$ cat src/rtl/exc_seq_pkg.sv
package exc_seq_pkg;
  localparam int SR_SUP_BIT  = 13;
  localparam int SR_MSTR_BIT = 12;
  localparam int SR_MASK_LSB = 8;
  localparam int SR_MASK_W   = 3;
  localparam logic [3:0] FMT_TAG = 4'h4;

  typedef enum logic [2:0] {
    S_IDLE, S_SWITCH, S_PUSH_PC, S_PUSH_FMT, S_VEC, S_POP_FMT, S_POP_PC
  } seq_st_t;
endpackage

$ cat src/rtl/exc_frame_build.sv
module exc_frame_build
  import exc_seq_pkg::*;
#(
  parameter int AW = 32,
  parameter int VW = 8,
  parameter int TRAP_BASE = 32,
  parameter int TRAP_COUNT = 16
) (
  input  logic [VW-1:0]        idx,
  input  logic                 is_hw,
  input  logic [SR_MASK_W-1:0] level,
  input  logic [AW-1:0]        pc,
  input  logic [15:0]          sr,
  input  logic [AW-1:0]        sp,
  output logic [31:0]          fmt,
  output logic [15:0]          sr_new,
  output logic [AW-1:0]        ret_pc,
  output logic [AW-1:0]        sp_base
);
  localparam int OFFW = VW + 2;
  localparam logic [VW-1:0] TRAP_LO = VW'(TRAP_BASE);
  localparam logic [VW-1:0] TRAP_HI = VW'(TRAP_BASE + TRAP_COUNT - 1);

  logic [OFFW-1:0] off;
  logic            is_trap;

  assign off     = {idx, 2'b00};
  assign is_trap = !is_hw && (idx >= TRAP_LO) && (idx <= TRAP_HI);
  assign ret_pc  = pc + (is_trap ? AW'(2) : AW'(0));
  assign sp_base = {sp[AW-1:2], 2'b00};

  always_comb begin
    fmt = '0;
    fmt[31:28] = FMT_TAG;
    fmt[29:28] = fmt[29:28] | sp[1:0];
    fmt[16 +: OFFW] = off;
    fmt[15:0] = sr;
    sr_new = sr;
    sr_new[SR_SUP_BIT] = 1'b1;
    if (is_hw) begin
      sr_new[SR_MASK_LSB +: SR_MASK_W] = level;
      sr_new[SR_MSTR_BIT] = 1'b0;
    end
  end
endmodule

$ cat src/rtl/exc_frame_restore.sv
module exc_frame_restore #(
  parameter int AW = 32
) (
  input  logic [31:0]   fmt,
  input  logic [AW-1:0] sp,
  output logic [15:0]   sr_rest,
  output logic [AW-1:0] sp_rest
);
  assign sr_rest = fmt[15:0];
  assign sp_rest = (sp | AW'(fmt[29:28])) + AW'(8);
endmodule

$ cat src/rtl/irq_gate.sv
module irq_gate
  import exc_seq_pkg::*;
(
  input  logic                 req,
  input  logic [15:0]          sr,
  input  logic [SR_MASK_W-1:0] level,
  output logic                 take
);
  assign take = req && (sr[SR_MASK_LSB +: SR_MASK_W] < level);
endmodule

$ cat src/rtl/exc_frame_seq.sv
module exc_frame_seq
  import exc_seq_pkg::*;
#(
  parameter int AW = 32,
  parameter int VW = 8,
  parameter int TRAP_BASE = 32,
  parameter int TRAP_COUNT = 16
) (
  input  logic          clk,
  input  logic          rst,
  input  logic          start_exc,
  input  logic          start_irq,
  input  logic          start_ret,
  input  logic [VW-1:0] exc_idx,
  input  logic [2:0]    irq_level,
  input  logic [VW-1:0] irq_vec,
  input  logic [AW-1:0] pc_in,
  input  logic [15:0]   sr_in,
  input  logic [AW-1:0] sp_in,
  input  logic [AW-1:0] vbr_in,
  output logic          busy,
  output logic          done,
  output logic [AW-1:0] pc_out,
  output logic [15:0]   sr_out,
  output logic [AW-1:0] sp_out,
  output logic          sp_switch,
  output logic          mem_valid,
  output logic          mem_we,
  output logic [AW-1:0] mem_addr,
  output logic [31:0]   mem_wdata,
  input  logic          mem_ready,
  input  logic [31:0]   mem_rdata
);
  seq_st_t       st;
  logic [VW-1:0] idx_q;
  logic [31:0]   fmt_q;
  logic [AW-1:0] retpc_q, spb_q, vbr_q;

  logic          irq_take, go_exc, go_irq, go_ret, xfer;
  logic [VW-1:0] idx_sel;
  logic [31:0]   b_fmt;
  logic [15:0]   b_sr, r_sr;
  logic [AW-1:0] b_ret, b_spb, r_sp;

  irq_gate u_gate (.req(start_irq), .sr(sr_in), .level(irq_level), .take(irq_take));

  assign go_exc  = (st == S_IDLE) && start_exc;
  assign go_irq  = (st == S_IDLE) && !start_exc && irq_take;
  assign go_ret  = (st == S_IDLE) && !start_exc && !start_irq && start_ret;
  assign idx_sel = start_exc ? exc_idx : irq_vec;

  exc_frame_build #(.AW(AW), .VW(VW), .TRAP_BASE(TRAP_BASE), .TRAP_COUNT(TRAP_COUNT)) u_build (
    .idx(idx_sel), .is_hw(!start_exc), .level(irq_level), .pc(pc_in), .sr(sr_in),
    .sp(sp_in), .fmt(b_fmt), .sr_new(b_sr), .ret_pc(b_ret), .sp_base(b_spb)
  );

  exc_frame_restore #(.AW(AW)) u_rest (
    .fmt(fmt_q), .sp(spb_q), .sr_rest(r_sr), .sp_rest(r_sp)
  );

  always_comb begin
    mem_valid = 1'b0;
    mem_we    = 1'b0;
    mem_addr  = '0;
    mem_wdata = '0;
    unique case (st)
      S_PUSH_PC:  begin mem_valid = 1'b1; mem_we = 1'b1; mem_addr = spb_q - AW'(4); mem_wdata = retpc_q; end
      S_PUSH_FMT: begin mem_valid = 1'b1; mem_we = 1'b1; mem_addr = spb_q - AW'(8); mem_wdata = fmt_q; end
      S_VEC:      begin mem_valid = 1'b1; mem_addr = vbr_q + AW'({idx_q, 2'b00}); end
      S_POP_FMT:  begin mem_valid = 1'b1; mem_addr = spb_q; end
      S_POP_PC:   begin mem_valid = 1'b1; mem_addr = spb_q + AW'(4); end
      default: ;
    endcase
  end

  assign xfer = mem_valid && mem_ready;
  assign busy = (st != S_IDLE);

  always_ff @(posedge clk) begin
    if (rst) begin
      st <= S_IDLE;
      idx_q <= '0; fmt_q <= '0; retpc_q <= '0; spb_q <= '0; vbr_q <= '0;
      pc_out <= '0; sr_out <= '0; sp_out <= '0;
      sp_switch <= 1'b0; done <= 1'b0;
    end else begin
      sp_switch <= 1'b0;
      done      <= 1'b0;
      unique case (st)
        S_IDLE: begin
          if (go_exc || go_irq) begin
            idx_q   <= idx_sel;
            fmt_q   <= b_fmt;
            retpc_q <= b_ret;
            spb_q   <= b_spb;
            vbr_q   <= vbr_in;
            sr_out  <= b_sr;
            st      <= S_SWITCH;
          end else if (go_ret) begin
            spb_q <= sp_in;
            st    <= S_POP_FMT;
          end
        end
        S_SWITCH: begin
          sp_switch <= 1'b1;
          st        <= S_PUSH_PC;
        end
        S_PUSH_PC:  if (xfer) st <= S_PUSH_FMT;
        S_PUSH_FMT: if (xfer) st <= S_VEC;
        S_VEC: if (xfer) begin
          pc_out <= mem_rdata;
          sp_out <= spb_q - AW'(8);
          done   <= 1'b1;
          st     <= S_IDLE;
        end
        S_POP_FMT: if (xfer) begin
          fmt_q  <= mem_rdata;
          sr_out <= mem_rdata[15:0];
          st     <= S_POP_PC;
        end
        S_POP_PC: if (xfer) begin
          pc_out    <= mem_rdata;
          sp_out    <= r_sp;
          sp_switch <= 1'b1;
          done      <= 1'b1;
          st        <= S_IDLE;
        end
        default: st <= S_IDLE;
      endcase
    end
  end

  // Status word update happens one or more cycles before the switch request
  p_switch_after_sr_r8: assert property (@(posedge clk) disable iff (rst)
    sp_switch |-> (st == S_PUSH_PC) || done);

  p_entry_sup_r4: assert property (@(posedge clk) disable iff (rst)
    (st == S_PUSH_PC) |-> sr_out[SR_SUP_BIT]);

  p_hold_req_r9: assert property (@(posedge clk) disable iff (rst)
    (mem_valid && !mem_ready) |=> mem_valid && $stable(mem_addr) && $stable(mem_we) && $stable(mem_wdata));

  p_done_pulse_r10: assert property (@(posedge clk) disable iff (rst)
    done |=> !done);

  p_done_idle_r10: assert property (@(posedge clk) disable iff (rst)
    done |-> !busy);

  p_irq_reject_r7: assert property (@(posedge clk) disable iff (rst)
    ((st == S_IDLE) && start_irq && !start_exc && !start_ret &&
     (sr_in[SR_MASK_LSB +: SR_MASK_W] >= irq_level)) |=> !busy);

  p_reset_idle_r11: assert property (@(posedge clk) disable iff (rst)
    $past(rst) |-> !mem_valid && !busy && !done && !sp_switch);
endmodule

$ cat config.mk
export PLATFORM = sky130hd
export DESIGN_NAME = exc_frame_seq
export DESIGN_NICKNAME = d
export VERILOG_FILES = /design/src/rtl/exc_seq_pkg.sv /design/src/rtl/exc_frame_build.sv /design/src/rtl/exc_frame_restore.sv /design/src/rtl/irq_gate.sv /design/src/rtl/exc_frame_seq.sv
export SDC_FILE = /design/constraint.sdc
export NUM_CORES = 1
export LEC_CHECK = 0
export BUFFER_PORTS_ARGS = -buffer_cell sky130_fd_sc_hd__buf_2
export CORE_ASPECT_RATIO = 1.5
export CORE_MARGIN = 2
export CORE_UTILIZATION = 30
export CTS_BUF_LIST = sky130_fd_sc_hd__clkbuf_8
export CTS_CLUSTER_SIZE = 10
export DETAILED_ROUTE_END_ITERATION = 10
export PLACE_DENSITY = 0.54
export SYNTH_ARGS = -nofsm -noshare
export SYNTH_HDL_FRONTEND = slang
export SYNTH_HIERARCHICAL = 1
export SYNTH_SLANG_ARGS = --single-unit
$ cat constraint.sdc
create_clock -name clk -period 4.4 [get_ports clk]
set_clock_uncertainty 0.1 [all_clocks]
set_input_delay 0 -clock clk [delete_from_list [all_inputs] [get_ports clk]]
set_output_delay 0 -clock clk [all_outputs]
set_load 0.02 [all_outputs]
==> summary.md, run 1 <==
The run finished with clean final reports. For this design the static power due to leakage is 8.47 nW. In this run the worst path has a maximum fanout of 19. The core area was 48600 um^2. The tools report the type of destination of the critical path as a primary output. Once detail routing completed, the nets flagged for antenna violations numbered 0.

The run gives 4.30 ns as the data required time at the worst endpoint. Entering global routing, the biggest net connects 103 pins. Counting both buffers and inverters, the worst setup path holds a total of 3. For the relative max-transition margin, the log shows 31.6%. The cell sitting at the root of the clock tree is a sky130_fd_sc_hd__clkbuf_8.

Of the available clock period, the critical path in the final layout requires 94.6%. The signal on the critical path passes through nor2b_1, nand2_4, buf_4, inv_1, fa_1, nor2b_1, o31ai_1, and2_1, o21ai_0, a41oi_1, o21a_1, mux2i_1, a211o_1, buf_2. The run gives 0 as the sum of overflow across all layers after global routing.

The post-CTS repair timing setup buffer count is 0, and the vertical die dimension is 275 um. Dividing the synthesized area by the synthesized cell count gives 7.41 um^2. The library cell used most frequently in the layout, excluding fill and tap cells, is sky130_fd_sc_hd__nand2_1.

The via count of the first global-routing pass was 15820. Global routing used 23.9% of the available tracks across all layers. Counting the fill cells in the layout gives 5055. In the final design database the tool counted 2627 nets. For this design the top-level I/O count stands at 318.

In the layout the commonest cells are sky130_fd_sc_hd__nand2_1, sky130_fd_sc_hd__buf_2, sky130_fd_sc_hd__dlygate4sd3_1, sky130_fd_sc_hd__dfxtp_1, sky130_fd_sc_hd__a21oi_1. Derived from the worst setup path, the maximum achievable clock frequency is 240 MHz. Setup repair after global routing left no endpoint under its margin.

The final worst-path setup slack is 0.237 ns. The fraction of final layout cells sized beyond drive strength 1 was 20.1%. The cell count after synthesis came out at 1983. Worst hold margin: 0.0472 ns. For the arrival time of the worst setup path, the log shows 4.06 ns. For this design, the slowest cell found on the critical path is sky130_fd_sc_hd__o21ai_0.

The biggest cell delay along the critical path is 0.43 ns, and the worst vdd rail ir drop is 0.325 mV. The power density over the cells was 588 nW/um^2. The tools report the critical path startpoint category as a flip-flop. The kind of cell adding the most delay to the critical path was compound AO/OA/AOI/OAI gates. In this run the deepest clock path goes through 3 buffers.

The logs give 5 for the number of iterations in the first detailed-routing pass and 93300 um for the global-route wire length before repair. Row generation in the floorplan step produced 99 rows. Clock-pin slew was measured on the worst setup and hold paths at 0.07 ns. Kind of critical path: flip-flop to primary output. Dividing the detail-routed wire length by the instance count gives 20.2 um. The number of max-slew violations in the final report is 0. Worst setup slack before clock tree synthesis: 0.721 ns.

The type of the worst min-delay path was primary input to flip-flop. The detailed-route vias per instance works out to 5.15. The floorplan step set the die width to 185 um.

For this configuration, the core starts out at a cell density of 30.2%. Summing over every cut layer, the via total after detailed routing is 15950. Clock tree synthesis found a total of 221 sinks. TritonCTS built the clock tree.

The Yosys step of the flow raised 6 warnings. At the pin with the least slew margin, the transition time is 1.03 ns. The die outline area came out at 50800 um^2. The half-perimeter wire length after detailed placement was 45900 um.

Setup violations remaining at the end of the flow were counted as 0. Number of H-tree levels: 2. The congestion estimate from routability-driven global placement came to 0.888. From synthesis to final layout, the design area changed by 33.9%.

The routed design has 62700 um of wire. The total of max-cap violations was 0. The run gives 0 as the number of hold-slack violations in the final timing report. Most frequent cell on the critical path: sky130_fd_sc_hd__nor2b_1. The number of clock buffers added by TritonCTS is 39. The source-to-sink clock delay at the later pin of the worst-skew pair is 0.59 ns, and the number of I/O port buffers is 317.

The summed negative setup slack over all endpoints came out at 0 ns. The logs give 14700 um^2 for the post-synth design cell area and 6 for the initial antenna violation count. The first-iteration detailed-routing DRC count is 945. The DRC violation count after routing was 0; the post-layout minimum cycle time was 4.16 ns.
[sequential cells by signal (all words and copies together) (netlist names)]
register / flops
fmt_q: 32
pc_out: 32
retpc_q: 32
sp_out: 32
spb_q: 32
vbr_q: 32
sr_out: 16
idx_q: 8
st: 3
done: 1
sp_switch: 1
[routing by layer]
metal,track usage [%],share of wire (%),vias up
met5,0,0,-
met4,13.6,5.9,0
met2,44.7,52,468
met3,2.63,3.8,153
met1,25.9,38,7573
li1,-,-,7756
[final cells by class]
class | instances | area, um^2 | share of cell area [%]
multi-input cells | 1522 | 9090 | 46.2
flip-flops and latches | 221 | 4420 | 22.5
repair buffers | 597 | 4330 | 22.0
well taps | 656 | 821 | 4.17
clock buffers | 48 | 661 | 3.36
clock inverters | 23 | 218 | 1.11
inverters | 29 | 109 | 0.554
diodes | 4 | 10.0 | 0.0509
[power breakdown]
part           total, mW  switching, mW  leakage [nW]  internal [mW]
Clock               2.20          0.967         0.481           1.23
Sequential          3.10          0.611          1.81           2.49
Combinational       6.26           3.92          6.18           2.34
Total               11.6           5.50          8.47           6.06
[tightest hold or removal path, delay by kind of cell]
kind	cells	cell delay, ns
AOI/OAI and AO/OA	3	0.49
buffers and inverters	1	0.08
and+or+nand+nor	1	0.09
[final timing paths]
check / cells past startpoint / slack, ns / endpoint / start
setup / recovery: 14 / 0.24 / mem_addr[28] / st[1]$_SDFFE_PP0P_
hold / removal: 5 / 0.05 / st[0]$_SDFFE_PP0P_ / start_ret
setup reg to reg: 7 / 0.83 / spb_q[0]$_SDFFE_PP0P_ / st[0]$_SDFFE_PP0P_
hold reg to reg: 2 / 0.35 / sp_out[28]$_SDFFE_PP0P_ / sp_out[28]$_SDFFE_PP0P_
[what timing repair did]
action,CTS,global route
gates resized for setup,0,2
endpoints found under the hold margin,187,0
hold buffers,238,0
setup endpoints to repair,0,4
[through the flow]
step / utilization (%) / area (um^2) / total power, mW / cells
2_1_floorplan: - / 14700 / 7.06 / 1990
3_3_place_gp: 33.7 / 16400 / 9.12 / 2787
3_5_place_dp: 33.7 / 16400 / 9.13 / 2787
4_1_cts: 40.5 / 19600 / 11.6 / 3096
5_1_grt: 40.5 / 19700 / 12.4 / 3100
6_report: 40.5 / 19700 / 11.6 / 3100
Power figures use the tool's default switching activity.
==> inputs of run 2 (changes only) <==
Settings changed: CORE_ASPECT_RATIO 1.5 to 0.75, PLACE_DENSITY 0.54 to unset.
==> summary.md, run 2 (same netlist as run 1, synthesis figures left out) <==
The flow ran to the end, and the final reports show no timing, DRC or antenna violations. The initial antenna violation count was 3. The kind of critical path is flip-flop to primary output. The worst pin sits at a relative slew slack of 27.6%. The die is 196 um tall.

Combinational logic burns 54.4% of the power. The number of I/O port buffers is 317. The maximum number of pins on one net before global-route repair was 113. The run gives 0.213 mV as the worst vdd rail ir drop.

The worst setup path is captured at a primary output. The tools report the final design instance area without fill as 19500 um^2. The total internal power was 5.97 mW. The tools report the post-detailed-placement cell area as 16300 um^2.

The final total power is 11.5 mW, and the maximum fanout count along the critical path is 13. The library cell used most frequently in the layout, excluding fill and tap cells, is sky130_fd_sc_hd__nand2_1. Number of I/O pins: 318. For the pin with the worst max-slew slack, the measured transition is 1.09 ns. The half-perimeter wire length after detailed placement was 43300 um. The worst hold margin was 0.0725 ns. In this run the power spent charging and discharging nets is 5.52 mW. TritonCTS built the clock tree.

For the core area, the log shows 48500 um^2. Across all layers, the routed design uses 16243 vias. The run gives 15650 as the via count of the first global-routing pass.

In this run the horizontal extent of the chip is 259 um. The post-CTS repair timing setup buffer count came out at 0. From synthesis to final layout, the design area changed by 32.9%.

The tree is rooted in a sky130_fd_sc_hd__clkbuf_8. The total detailed-routing wirelength is 62000 um, and the relative contribution of sequential cells to total power is 26.6%. The run gives 0 as the total of max-cap violations. The worst setup path is launched from a flip-flop.

The first-iteration detailed-routing DRC count is 1327. For the number of H-tree levels, the log shows 2. The worst path needs 4.19 ns of the cycle, external delays included. The power density over the cells came out at 589 nW/um^2. After the last flow step, the layout net total stands at 2620. TritonCTS created 42 clock buffers. Counting the fill cells in the layout gives 4948. The arrival time of the worst setup path was 4.09 ns; the average wire per cell in the routed design was 20.1 um. The number of max-slew violations in the final report is 0. Setup repair after global routing left no endpoint under its margin.

In this run the remaining antenna-violating nets after routing total 0. Based on the critical path, the design can be clocked at up to 239 MHz. In the layout the commonest cells are sky130_fd_sc_hd__nand2_1, sky130_fd_sc_hd__buf_2, sky130_fd_sc_hd__dlygate4sd3_1, sky130_fd_sc_hd__dfxtp_1, sky130_fd_sc_hd__a21oi_1.

At the end of the flow the core is filled with cells to 40.2%. After global routing the overflow that remains totals 0. The initial utilization of the core area, before any placement, comes to 30.3%.

Net switching is 48.0% of the power. The tools report the number of buffers on the longest clock path as 3. Adding up every negative setup slack in the final design gives 0 ns. Fraction of final layout cells sized beyond drive strength 1: 20.2%. For the source-to-sink clock delay at the later pin of the worst-skew pair, the log shows 0.61 ns. The worst hold path belongs to the class primary input to flip-flop.

The run gives 221 as the number of clock sinks. The floorplan has 70 rows. The detailed-route vias per instance was 5.27; the number of hold-slack violations in the final timing report was 0. Setup violations remaining at the end of the flow were counted as 0. STA puts the critical path data required time at 4.30 ns.

The tools report the global placement routability congestion as 0.916. For this run, the total global-route usage over all layers was measured as 23.6%. Final clock period utilization by the worst path: 95.2%.

The leakage power total was 8.38 nW; the CTS clock-pin slew for the worst setup and hold paths was 0.07 ns. The logs give 0 for the number of antenna cells inserted and 6 for the number of iterations in the first detailed-routing pass. The run gives 50800 um^2 as the die outline area. The first global-routing pass estimated 92700 um of wire. The logs give 0 for the DRC violation count after routing and 19.0% for the proportion of power drawn by the clock network.
## run 2: stage by stage
stage / std cells / worst slack (ns)
5_1_grt: 3080 / 0.0136
4_1_cts: 3079 / 0.103
6_report: 3080 / 0.209
3_3_place_gp: 2777 / 0.653
3_5_place_dp: 2777 / 0.592
2_1_floorplan: 1990 / 0.440
## run 2: area by class of cell
cell class,instances,area (um^2),share of cell area (%)
timing repair buffer,586,4200,21.5
tap,648,811,4.16
multi-input combinational,1523,9100,46.6
inverter,29,109,0.558
clock inverter,21,153,0.782
sequential,221,4430,22.7
clock buffer,52,716,3.67
## run 2: critical path, cell delays in order, from the launching register on
cell	delay [ns]
sky130_fd_sc_hd__dfxtp_1	0.33
sky130_fd_sc_hd__nor2b_2	0.28
sky130_fd_sc_hd__nand2_4	0.21
sky130_fd_sc_hd__ha_1	0.33
sky130_fd_sc_hd__a21o_1	0.20
sky130_fd_sc_hd__and4_1	0.23
sky130_fd_sc_hd__o211ai_1	0.30
sky130_fd_sc_hd__nor2b_1	0.27
sky130_fd_sc_hd__o21ai_0	0.16
sky130_fd_sc_hd__xor2_1	0.17
sky130_fd_sc_hd__a222oi_1	0.60
sky130_fd_sc_hd__o21ai_0	0.19
sky130_fd_sc_hd__buf_2	0.20
## run 2: final timing paths
path                           start                      end  slack, ns  depth (start not counted)
min reg2reg  sp_out[12]$_SDFFE_PP0P_  sp_out[12]$_SDFFE_PP0P_       0.35                          2
min                       vbr_in[16]   vbr_q[16]$_SDFFE_PP0P_       0.07                          4
max               st[1]$_SDFFE_PP0P_             mem_addr[17]       0.21                         12
max reg2reg       st[0]$_SDFFE_PP0P_    spb_q[1]$_SDFFE_PP0P_       0.78                          7
## run 2: timing repair
item	CTS	global route
hold buffers	229	0
endpoints found under the setup margin	3	4
gates resized for setup	1	2
cloned	0	1
hold endpoints to repair	190	0
pin swaps	0	2
## run 2: per-layer routing
| metal | vias up | share of wire [%] | GRT usage [%] |
|---|---|---|---|
| met5 | - | 0.023 | 0 |
| met4 | 2 | 3.2 | 8.73 |
| met3 | 131 | 7.1 | 4.02 |
| met2 | 664 | 42 | 35.1 |
| met1 | 7704 | 47 | 33.7 |
| li1 | 7742 | - | - |
## run 2: power by group through the flow
stage | combinational [mW] | clock, mW | sequential [mW]
6_report | 6.26 | 2.18 | 3.05
5_1_grt | 6.81 | 2.34 | 3.13
4_1_cts | 6.18 | 2.26 | 3.04
3_5_place_dp | 5.94 | 0 | 3.08
3_3_place_gp | 5.91 | 0 | 3.06
2_1_floorplan | 4.00 | 0 | 3.06
==> inputs of run 3 (changes only) <==
Settings changed: MAX_ROUTING_LAYER set to met4.
==> summary.md, run 3 (same netlist as run 1, synthesis figures left out) <==
The clock passes through at most 3 buffers. Setup repair after global routing left no endpoint under its margin. Global routing consumed, on the met1 layer, 33.2% of the routing resources. The total internal power came out at 6.15 mW. The data required time at the worst endpoint was 4.30 ns; the number of clock sinks was 221. Adding up every negative setup slack in the final design gives 0 ns. The post-route netlist has 20.2% of its cells at a drive strength greater than 1. The final clock period utilization by the worst path is 97.2%. The power density over the cells works out to 596 nW/um^2. The kind of critical path is flip-flop to primary output.

The number of max-slew violations in the final report is 0. The number of iterations in the first detailed-routing pass is 6, and the total detailed-routing wirelength is 62000 um. For this run, the post-layout net count is 2615. The sum of overflow across all layers after global routing came out at 0. The root buffer cell chosen for the clock tree is sky130_fd_sc_hd__clkbuf_8. The tools report the die outline area as 50800 um^2. Walking the worst path, the cells encountered are nor2b_2, nand2_2, inv_1, fa_1, nor2b_1, o31ai_1, and2_1, o21ai_1, a41oi_1, o21a_1, xor2_1, o21ai_0, buf_2. The final design instance area without fill was 19600 um^2; the number of I/O pins was 318. The die is 196 um tall. The library cell used most frequently in the layout, excluding fill and tap cells, is sky130_fd_sc_hd__nand2_1. The initial antenna violation count is 5, and the leakage power total is 8.42 nW. The count of nets left with antenna violations once routing finished came out at 0. Leaving out fill and tap cells, the most frequent cells in the layout are sky130_fd_sc_hd__nand2_1, sky130_fd_sc_hd__buf_2, sky130_fd_sc_hd__dlygate4sd3_1, sky130_fd_sc_hd__dfxtp_1, sky130_fd_sc_hd__a21oi_1. The tools report the met2 track demand over resource as 34.3%. The area growth from synthesis to layout is 33.3%. The detailed router finished its first iteration with 1476 violations. The worst-case IR drop observed on VDD is 0.381 mV. The tools report the relative max-transition margin as 22.9%. The share of total power consumed by net switching is 47.3%, and the die outline width is 259 um. STA puts the critical path data arrival time at 4.18 ns. The library cell contributing the largest single delay on the critical path was sky130_fd_sc_hd__o21ai_1. The worst setup path is captured at a primary output. The proportion of power drawn by the clock network was 20.0%. For this run, design rule violations remaining after detail routing come to 0. Global placement routability congestion: 0.906. Static timing analysis puts the maximum clock frequency at 234 MHz. The part of the power in combinational logic came out at 53.6%.

Net load switching power: 5.51 mW. The core region is 48500 um^2. The global router's overall resource usage came out at 24.2%. Maximum fanout count along the critical path: 14. The detailed-route vias per instance was 5.24. The maximum number of pins on one net before global-route repair is 123, and the via count of the first global-routing pass is 15367.

The actual transition at the worst max-transition pin came out at 1.16 ns. For the met3 routing resource usage after global routing, the log shows 6.26%. TritonCTS built the clock tree. The number of hold-slack violations in the final timing report is 0, and the biggest cell delay along the critical path is 0.46 ns. CTS clock-pin slew for the worst setup and hold paths: 0.06 ns. The worst setup path is launched from a flip-flop. The type of the worst min-delay path was primary input to flip-flop. For the total of max-cap violations, the log shows 0.

The source-to-sink clock delay at the later pin of the worst-skew pair is 0.60 ns. Port buffering added 317 buffers. The count of cells in the finished layout, fillers not included, comes to 3081. Setup violations remaining at the end of the flow were counted as 0. The relative contribution of sequential cells to total power was 26.3%. The average wire per cell in the routed design was 20.1 um; the number of H-tree levels was 2. The initial standard-cell utilization of the core came out at 30.3%.

The total number of vias came out at 16138. The run finished with clean final reports. The layer carrying the most global-route usage was met2. Including well taps, the total number of placed cells is 2773.

For the half-perimeter wire length after detailed placement, the log shows 42900 um. The number of rows created at floorplan came out at 70. After layout, the minimum clock period comes to 4.28 ns.

Summing all placed instances gives a cell area of 16300 um^2. Clock tree synthesis inserted a total of 42 buffers. The first global-routing pass estimated 92000 um of wire.
==> run 3: power groups by stage <==
stage / clock network (mW) / registers, mW / logic, mW
4_1_cts: 2.40 / 3.06 / 6.17
3_3_place_gp: 0 / 3.08 / 5.90
6_report: 2.34 / 3.07 / 6.25
3_5_place_dp: 0 / 3.10 / 5.92
5_1_grt: 2.49 / 3.15 / 6.82
2_1_floorplan: 0 / 3.06 / 4.00
==> run 3: path summary, 6_finish.rpt <==
path,slack (ns),to,start,depth (start not counted)
hold / removal,0.05,st[0]$_SDFFE_PP0P_,start_ret,5
hold reg to reg,0.35,pc_out[9]$_SDFFE_PP0P_,pc_out[9]$_SDFFE_PP0P_,2
setup / recovery,0.12,mem_addr[26],st[1]$_SDFFE_PP0P_,13
setup reg to reg,1.00,spb_q[31]$_SDFFE_PP0P_,st[0]$_SDFFE_PP0P_,7
==> run 3: timing repair <==
item / CTS / global route
cloned: 0 / 1
setup endpoints to repair: 5 / 4
setup buffers: 0 / 0
pin swaps: 0 / 2
hold endpoints to repair: 191 / 0
gates resized for setup: 2 / 3
hold buffers: 228 / 0
==> run 3: critical path: cells and delay by family, from the launching register on <==
kind / cells / cell delay, ns
and+or+nand+nor: 4 / 0.88
DFF: 1 / 0.31
adders and majority gates: 1 / 0.42
xor gates and xnor gates: 1 / 0.14
buffers and inverters: 2 / 0.40
AOI/OAI and AO/OA: 5 / 1.43
==> run 3: per-layer routing <==
layer,vias up,part of all wire (%),wire length (um)
li1,7730,-,-
met1,7631,47,29100
met2,665,42,26000
met3,112,8.5,5240
met4,0,2.8,1720
met5,-,0,0
==> run 3: layout make-up <==
class / instances / area, um^2
inverters: 29 / 109
flip-flops and latches: 221 / 4430
clock buffers: 52 / 716
diodes: 6 / 15.0
fillers: 4961 / 28900
multi-input cells: 1523 / 9110
well taps: 648 / 811
clock inverters: 21 / 220
repair buffers: 581 / 4170
==> run 3: metrics by stage <==
stage | hold WS (ns) | setup slack [ns] | util (%) | power [mW]
after detailed placement | 0.145 | 0.471 | 33.6 | 9.02
after CTS | 0.0297 | 0.169 | 40.3 | 11.6
after global routing | 0.0692 | 0.0429 | 40.3 | 12.5
final | 0.0461 | 0.121 | 40.3 | 11.7
after floorplan | 0.0360 | 0.440 | - | 7.06
after global placement | 0.143 | 0.523 | 33.6 | 8.98
